--- config.mk ---
export PLATFORM = sky130hd
export DESIGN_NAME = grst_ctrl
export DESIGN_NICKNAME = d
export VERILOG_FILES = /design/src/rtl/grst_pkg.sv /design/src/rtl/grst_cycle_timer.sv /design/src/rtl/grst_seq_fsm.sv /design/src/rtl/grst_ctrl.sv
export SDC_FILE = /design/constraint.sdc
export NUM_CORES = 1
export LEC_CHECK = 0
export CAP_MARGIN = 5
export CORE_AREA = 2 2 39 41
export CTS_CLUSTER_SIZE = 20
export DETAILED_ROUTE_END_ITERATION = 10
export DIE_AREA = 0 0 41 43
export MAX_ROUTING_LAYER = met4
export SLEW_MARGIN = 20
export SYNTH_ARGS = -nofsm -noshare
export SYNTH_HDL_FRONTEND = slang
export SYNTH_SLANG_ARGS = --single-unit
--- constraint.sdc ---
create_clock -name clk_i -period 2 [get_ports clk_i]
set_input_delay 0.3 -clock clk_i [delete_from_list [all_inputs] [get_ports clk_i]]
set_output_delay 0.3 -clock clk_i [all_outputs]
set_load 0.02 [all_outputs]
--- src/rtl/grst_pkg.sv ---
package grst_pkg;
  typedef enum logic [2:0] {
    ST_IDLE   = 3'b001,
    ST_WAIT   = 3'b010,
    ST_ACTIVE = 3'b100
  } grst_state_e;
endpackage

--- src/rtl/grst_cycle_timer.sv ---
module grst_cycle_timer #(
  parameter int unsigned CYCLES = 10
) (
  input  logic clk_i,
  input  logic rst_ni,
  input  logic clear_i,
  output logic expired_o
);
  localparam int unsigned CW = (CYCLES > 1) ? $clog2(CYCLES) : 1;
  localparam logic [CW-1:0] LAST = CW'(CYCLES - 1);

  logic [CW-1:0] cnt_q;

  assign expired_o = (cnt_q == LAST);

  // saturates at LAST; cleared whenever the pulse is not (re)running
  always_ff @(posedge clk_i) begin
    if (!rst_ni)         cnt_q <= '0;
    else if (clear_i)    cnt_q <= '0;
    else if (!expired_o) cnt_q <= cnt_q + 1'b1;
  end
endmodule

--- src/rtl/grst_seq_fsm.sv ---
module grst_seq_fsm
  import grst_pkg::*;
(
  input  logic        clk_i,
  input  logic        rst_ni,
  input  logic        bus_req_i,
  input  logic        logic_req_i,
  input  logic        beat_valid_i,
  input  logic        last_taken_i,
  input  logic        timer_expired_i,
  output grst_state_e state_o
);
  grst_state_e state_q, state_d;
  logic        boundary;

  // safe point: nothing in flight, or the closing beat leaves this cycle
  assign boundary = !beat_valid_i || last_taken_i;

  always_comb begin
    state_d = state_q;
    if (bus_req_i) begin
      state_d = ST_ACTIVE;
    end else begin
      unique case (state_q)
        ST_IDLE:   if (logic_req_i) state_d = boundary ? ST_ACTIVE : ST_WAIT;
        ST_WAIT:   if (boundary) state_d = ST_ACTIVE;
        ST_ACTIVE: if (timer_expired_i && !logic_req_i) state_d = ST_IDLE;
        default:   state_d = ST_IDLE;
      endcase
    end
  end

  always_ff @(posedge clk_i) begin
    if (!rst_ni) state_q <= ST_IDLE;
    else         state_q <= state_d;
  end

  assign state_o = state_q;
endmodule

--- src/rtl/grst_ctrl.sv ---
module grst_ctrl
  import grst_pkg::*;
#(
  parameter int unsigned RST_CYCLES = 10
) (
  input  logic clk_i,
  input  logic rst_ni,
  input  logic bus_rst_i,
  input  logic logic_rst_i,
  input  logic out_valid_i,
  input  logic out_ready_i,
  input  logic out_last_i,
  output logic rst_o,
  output logic waiting_o,
  output logic done_o
);
  grst_state_e state;
  logic        expired;
  logic        timer_clear;

  // restart on any bus request, hold at zero outside the active state
  assign timer_clear = bus_rst_i || (state != ST_ACTIVE);

  grst_cycle_timer #(
    .CYCLES (RST_CYCLES)
  ) u_timer (
    .clk_i     (clk_i),
    .rst_ni    (rst_ni),
    .clear_i   (timer_clear),
    .expired_o (expired)
  );

  grst_seq_fsm u_fsm (
    .clk_i           (clk_i),
    .rst_ni          (rst_ni),
    .bus_req_i       (bus_rst_i),
    .logic_req_i     (logic_rst_i),
    .beat_valid_i    (out_valid_i),
    .last_taken_i    (out_ready_i && out_last_i),
    .timer_expired_i (expired),
    .state_o         (state)
  );

  assign rst_o     = (state == ST_ACTIVE);
  assign waiting_o = (state == ST_WAIT);
  assign done_o    = (state == ST_IDLE);
endmodule

==> results.txt, run 1 <==
The flow ran to the end, and the final reports show no timing, DRC or antenna violations. The post-detailed-placement half-perimeter wirelength is 598.7 um. The critical path starts at u_fsm.state_o[1]. The growth of design area from synthesis to finish came out at 34.50%. The register bit total from synthesis is 7. Static timing analysis puts the maximum clock frequency at 542.0 MHz. The count of antenna-violating nets left after detailed routing came out at 0.

The peak supply drop came out at 0.4104 mV. The die span in y is 43 um. After filler insertion, the fill cell instance count of the layout stands at 156. The sequential cell area in the final layout came out at 140.1 sq um. The count of buffers added by post-CTS timing repair for setup came out at 0.

Counting every net in the synthesized netlist gives 48. The die covers 1763 sq um. The number of iterations in the first detailed-routing pass came out at 2. The reported max-cap violation count is 0. The number of global-route vias before repair was 360. The async set-reset flop share out of synthesis is 0. After detailed routing, the number of remaining DRC violations is 0. The number of max-slew violations in the final report is 0. The setup path with the least slack is of type reg -> out. The antenna diode count came out at 0. In this run the tool buffered the top-level ports with 9 buffer cells. The effective utilization at floorplan came out at 0.2830. After detailed placement, the total cell area comes to 501.7 sq um. The most used flip-flop cell after synthesis is sky130_fd_sc_hd__dfxtp_1. The maximum cell stage delay along the critical path is 0.65 ns. The number of distinct library cells after synthesis came out at 24. The number of I/O pins came out at 10. The initial antenna violation count is 0. The final net count came out at 62. The wire length of the first global-routing pass came out at 1290 um. Setup repair after global routing left no endpoint under its margin. In the final timing run, aggregate negative setup slack is 0 ns. At the pin with the least slew margin, the transition time is 0.3615 ns. The gate count of the mapped netlist came out at 39.

The deepest clock path buffer count came out at 2. The proportion of synthesized chip area in sequential cells is 0.3578. The capturing element type of the critical path is an output pin. The initial DRC count is 2. Once layout is complete, the cells apart from fillers number 68. The later pin in the worst-skew pair is clocked with a latency of 0.25 ns.

The fraction of final layout cells with drive strength greater than 1 came out at 0.1731. The highest net fanout along the worst path came out at 5. The shortest clock period the worst path allows after layout is 1.845 ns. The number of flops mapped to enable cells by yosys came out at 0. The post-detailed-route wirelength per cell is 11.51 um. The number of buffers and inverters on the critical path is 1. TritonCTS built the clock tree.

The areal power density over the cells came out at 640.1 nW/um^2. The total non-filler cell area in the finished layout came out at 526.8 sq um. The largest total area in the synthesized netlist belongs to sky130_fd_sc_hd__dfxtp_1. The sum of routed wire length over all layers is 783 um.

The clock-pin slew on the worst setup and hold paths is 0.06 ns. For this run the aggregate overflow at the end of global routing stands at 0. The launch point of the worst reg-to-reg path is u_timer.cnt_q[0]. The overall fraction of global-route tracks in use came out at 0.1084. The data arrival time of the critical path is 1.55 ns. The signal on the critical path passes through nor3b_1, clkdlybuf4s50_1.

The worst setup path is launched from a register. The ratio of routed vias to standard cells came out at 4.824. The Yosys warning count is 0.

The setup clock skew after layout came out at 0.007174 ns. The cell area after technology mapping is 391.6 sq um. In the final layout, the multi-input gates occupy 244.0 sq um. The portion of the clock cycle consumed by the worst path in the final layout came out at 0.9226. The final cell utilization of the core came out at 0.3807. In the post-synthesis netlist, the biggest area contributors are sky130_fd_sc_hd__dfxtp_1 36%, sky130_fd_sc_hd__ha_1 6.4%, sky130_fd_sc_hd__nand3b_1 5.8%. Entering global routing, the biggest net connects 6 pins. The leakage component of the power is 0.2117 nW. The final number of hold-violating endpoints came out at 0. The worst slew slack as a fraction of its limit came out at 0.7575. The deepest level of the CTS H-tree came out at 1. The width of the die came out at 41 um. The area fraction of the dominant cell type after synthesis came out at 0.3578. The tree is rooted in a sky130_fd_sc_hd__clkbuf_4. The required time reported for the critical path endpoint came out at 1.70 ns. In this run the most critical hold path is launched from u_timer.cnt_q[2]. On the critical path the largest part of the delay comes from buffers and inverters. The worst min-delay path class is reg -> reg. The number of core rows is 14. The number of setup violations in the final report is 0. The worst path meets setup with 0.1548 ns of slack. The placeable core region came out at 1384 sq um. After synthesis, the mean cell area works out to 10.04 sq um. The number of CTS-inserted buffers came out at 3. The number of clock sinks seen by CTS is 7. The number of vias after detailed routing is 328. The total instance count after detailed placement is 64.

The slowest cell on the critical path is sky130_fd_sc_hd__clkdlybuf4s50_1. Prior to clock tree synthesis, the placed netlist has a worst setup slack of 0.2543 ns. Hold timing on the final database bottoms out at a slack of 0.5193 ns. After layout, the design draws a total of 0.3372 mW. At the end of routability-driven placement, the weighted congestion stood at 0.6667.
-- synthesized netlist by cell type (all sizes together) (2+ instances only) --
cell type,number
nand3b,3
nor2,4
dfxtp,7
a211oi,2
ha,2
inv,2
nor3b,2
nand2,2
-- sequential cells by signal, summed over array words and instances (netlist names) --
| signal | flops |
|---|---|
| u_timer.cnt_q | 4 |
| u_fsm.state_o | 3 |
-- power breakdown --
part | internal (mW) | total, mW | leakage [nW] | switching, mW
clock | 0.0760 | 0.127 | 0.0150 | 0.0509
sequential | 0.145 | 0.151 | 0.0571 | 0.00650
combinational | 0.0336 | 0.0587 | 0.140 | 0.0252
total | 0.255 | 0.337 | 0.212 | 0.0826
-- tightest hold or removal path, delay by kind of cell (launching register included) --
| kind | cells | cell delay (ns) |
|---|---|---|
| flops | 1 | 0.34 |
| simple gates | 1 | 0.08 |
| compound gates | 1 | 0.06 |
-- metal layers --
layer  share of wire  wire length, um  vias to the layer above  global-route usage
li1                -                -                      170                   -
met4               0                0                        0             0.04000
met3           0.096               75                        0             0.03141
met1            0.46              362                      148              0.1169
met2            0.44              345                       10              0.1781
met5               0                0                        -                   -
-- area by class of cell --
cell class,instances,area share
multi-input combinational,30,0.4632
inverter,2,0.01425
clock buffer,4,0.04988
tap,16,0.03800
sequential,7,0.2660
timing repair buffer,9,0.1686
-- layout by cell type (no fill, tap or decap), drive strengths merged --
cell type / Yosys / final
o41ai: 1 / 1
and3: 1 / 1
dlygate4sd2: 0 / 1
dfxtp: 7 / 7
ha: 2 / 2
nand2: 2 / 2
nand3b: 3 / 3
or3b: 1 / 1
and3b: 1 / 1
o211a: 1 / 1
a221oi: 1 / 1
and2b: 1 / 1
nand4bb: 1 / 1
clkbuf: 0 / 4
clkdlybuf4s50: 0 / 8
a21o: 1 / 1
nor2: 4 / 4
nor3b: 2 / 2
xnor2: 1 / 1
a21oi: 1 / 1
nand2b: 1 / 1
xor2: 1 / 1
inv: 2 / 2
a31o: 1 / 1
a211oi: 2 / 2
nand3: 1 / 1
-- cell families (layout without fill, tap and decap cells) --
| family | Yosys count | after routing | share of synthesized area |
|---|---|---|---|
| xor gates and xnor gates | 2 | 2 | 0.04474 |
| and+or+nand+nor | 18 | 18 | 0.3163 |
| buffers and inverters | 2 | 15 | 0.01918 |
| AOI/OAI and AO/OA | 8 | 8 | 0.1981 |
| DFF | 7 | 7 | 0.3578 |
| adders and majority gates | 2 | 2 | 0.06389 |
-- final timing paths --
kind	to	slack [ns]	depth (start not counted)
worst min register to register	u_timer.cnt_q[2]	0.52	2
worst max-delay path	waiting_o	0.15	2
worst max register to register	u_fsm.state_o[0]	0.67	4
worst min-delay path	u_timer.cnt_q[2]	0.52	2
-- timing repair --
action / 4_1_cts / 5_1_grt
endpoints found under the setup margin: 1 / 0
resized for setup: 1 / 0
hold buffers: 0 / 0
Power figures use the tool's default switching activity.
==> inputs of run 2 (changes only) <==
CTS_CLUSTER_DIAMETER = 80   (was not set)
SYNTH_HIERARCHICAL = 1   (was not set)
==> results.txt, run 2 <==
The area of combinational cells with multiple inputs is 242.7 sq um. The highest net fanout along the worst path is 7. The tool flagged a number of max-cap violations equal to 0. The cell area after technology mapping came out at 394.1 sq um. Buffers inserted to repair hold after CTS numbered 0.

At the worst endpoint, the arrival time is 1.55 ns. The number of iterations in the first detailed-routing pass came out at 4. The ratio of routed vias to standard cells is 4.800. The width of the die came out at 41 um. The deepest level of the CTS H-tree is 1. The routed design could run at a clock period as short as 1.846 ns. The flop-to-flop setup slack is 0.51 ns. The sum of routed wire length over all layers came out at 726 um. The number of flops mapped to enable cells by yosys came out at 0.

The library cell used most frequently in the layout, excluding fill and tap cells, is sky130_fd_sc_hd__clkdlybuf4s50_1. The wire length of the first global-routing pass is 1276 um. The Yosys warning count is 6. The setup clock skew after layout came out at 0.0008615 ns. The count of input and output buffers is 9. Counting instances, the worst hold path has a depth of 2. The die covers 1763 sq um. The count of antenna-violating nets left after detailed routing came out at 0. The post-detailed-placement half-perimeter wirelength is 584.1 um. The peak supply drop is 0.3068 mV. In the synthesized netlist the dominant register cell turns out to be sky130_fd_sc_hd__dfxtp_1. The remaining routing DRC violations came out at 0. The initial DRC count came out at 11. Across every metal layer, demand over resource in global routing totals 0.1175.

The capture instance of the worst register-to-register path is u_timer/cnt_q[3]. The count of buffers added by post-CTS timing repair for setup came out at 0. Of the cells placed in the final design, the portion with a size suffix greater than 1 is 0.09259.

The proportion of synthesized chip area in sequential cells came out at 0.3556. By startpoint and endpoint, the worst setup path is classified as reg -> out. In this run the tightest slew margin relative to its limit is 0.8371. The worst setup path is launched from a register. The worst hold path begins at u_timer/cnt_q[3]. STA puts the critical path data required time at 1.70 ns. In the synthesized netlist, the number of instances is 41. Setup violations remaining at the end of the flow were counted as 0.

The total of fill cells in the finished design is 151. The clock-pin slew on the worst setup and hold paths is 0.05 ns. Adding up every negative setup slack in the final design gives 0 ns. After synthesis, the cell types taking the most area are sky130_fd_sc_hd__dfxtp_1 36%, sky130_fd_sc_hd__nor3b_1 7.6%, sky130_fd_sc_hd__ha_1 6.3%. The number of max-slew violations in the final report is 0. The final net count came out at 64.

At the end of routability-driven placement, the weighted congestion stood at 0.6340. The number of distinct library cells after synthesis is 24. The path depth of the worst reg2reg path is 3. The leakage component of the power is 0.1901 nW. The number of global-route vias before repair came out at 332. The non-filler instance count after layout came out at 70. Setup repair after global routing left no endpoint under its margin.

The worst min-delay path class is reg -> reg. The final number of hold-violating endpoints came out at 0. The placeable core region came out at 1384 sq um. The largest net degree at the start of global routing is 9. The die span in y is 43 um. The commonest cells after synthesis are 7 x sky130_fd_sc_hd__dfxtp_1, 4 x sky130_fd_sc_hd__nor3b_1, 3 x sky130_fd_sc_hd__inv_1, 3 x sky130_fd_sc_hd__nand3b_1.

The flow ran to the end, and the final reports show no timing, DRC or antenna violations. Summed over all instances, the cell type with the most area after synthesis is sky130_fd_sc_hd__dfxtp_1. Counting tap cells, the placed design contains a total of 66 instances. For this configuration, the core starts out at a cell density of 0.2848.

The sequential cell area in the final layout is 140.1 sq um. The startpoint identified for the worst register-to-register timing path is u_fsm/state_o[0]. The tightest hold path in the finished design has a slack of 0.5176 ns. Counting flops with an async set or reset pin after synthesis yields a share of 0. The average instance in the mapped netlist occupies 9.613 sq um.

Counting flops per register, the top entry is u_timer/cnt_q. The top achievable clock speed came out at 541.7 MHz. The remaining global-route overflow is 0. In this run the core area contains 14 standard-cell rows.

The antenna diode count is 0. Of the available clock period, the critical path in the final layout requires 0.9231. The initial antenna violation count is 0.

The register with the most flip-flops in the layout has 4 of them. For the pin with the worst max-slew slack, the measured transition is 0.2411 ns. The number of CTS-inserted buffers is 3. The insertion delay of the later-clocked pin in the worst-skew pair is 0.25 ns.

The post-detailed-route wirelength per cell is 10.37 um. STA classifies the critical path endpoint as an output pin. The count of cells resized by post-cts repair came out at 0. The number of vias after detailed routing came out at 336. The register bit total from synthesis is 7. The share of synthesized area in the top cell type comes to 0.3556. TritonCTS built the clock tree.

The number of clock sinks seen by CTS came out at 7. CTS placed an instance of sky130_fd_sc_hd__clkbuf_4 at the clock tree root. For hold timing, the worst endpoint is u_timer/cnt_q[3]. The most instantiated library cell after synthesis is sky130_fd_sc_hd__dfxtp_1. From synthesis to final layout, the design area changed by 34.60%. The deepest clock path buffer count is 2. Counting every net in the synthesized netlist gives 50. The areal power density over the cells is 625.3 nW/um^2. In the layout the commonest cells are 9 x sky130_fd_sc_hd__clkdlybuf4s50_1, 7 x sky130_fd_sc_hd__dfxtp_1, 4 x sky130_fd_sc_hd__nor3b_1.

The number of I/O pins is 10.
==> run 2: worst max-delay path by stage <==
stage | depth (start not counted) | from | endpoint | slack [ns]
finish | 2 | u_fsm/state_o[0] | done_o | 0.15
global route | 2 | u_fsm/state_o[1] | waiting_o | 0.06
CTS | 2 | u_fsm/state_o[0] | done_o | 0.13
detailed placement | 4 | bus_rst_i | u_timer/cnt_q[3] | 0.18
global placement | 4 | bus_rst_i | u_timer/cnt_q[3] | 0.19
floorplan | 3 | u_fsm/state_o[1] | u_timer/cnt_q[0] | 0.59
==> run 2: cells by family after synthesis <==
family | after synthesis | share of synthesized area
and+or+nand+nor | 22 | 0.3968
AOI/OAI and AO/OA | 4 | 0.08256
xor gates and xnor gates | 1 | 0.02223
muxes | 2 | 0.05080
buffers and inverters | 3 | 0.02857
adders and majority gates | 2 | 0.06348
DFF | 7 | 0.3555
==> run 2: cell type report <==
class | count | share of cell area
timing repair buffer | 9 | 0.1698
clock buffer | 4 | 0.04953
multi-input combinational | 31 | 0.4575
sequential | 7 | 0.2642
inverter | 3 | 0.02123
tap | 16 | 0.03774
==> run 2: per-layer routing <==
metal  GRT usage  up-vias  part of all wire
li1            -      176                 -
met3     0.09424        0             0.066
met4     0.02000        0                 0
met1      0.1294      151              0.45
met2      0.1656        9              0.48
met5           -        -                 0
==> run 2: stage by stage <==
stage / power [mW] / setup WS, ns / instance area, sq um / util
6_report: 0.3317 / 0.1538 / 530.5 / 0.3834
5_1_grt: 0.3524 / 0.06215 / 530.5 / 0.3834
3_5_place_dp: 0.2087 / 0.1798 / 504.2 / 0.3644
2_1_floorplan: 0.1811 / 0.5908 / 394.1 / -
4_1_cts: 0.3377 / 0.1321 / 530.5 / 0.3834
3_3_place_gp: 0.2085 / 0.1889 / 504.2 / 0.3644
==> run 2: critical path, stage by stage (launching register included) <==
cell and delay [ns]:
sky130_fd_sc_hd__dfxtp_1 0.44, sky130_fd_sc_hd__nor3b_1 0.23, sky130_fd_sc_hd__clkdlybuf4s50_1 0.63
==> run 2: where the power goes <==
part,switching (mW),internal [mW]
clock,0.0501,0.0760
combinational,0.0200,0.0313
sequential,0.00887,0.145
total,0.0790,0.253
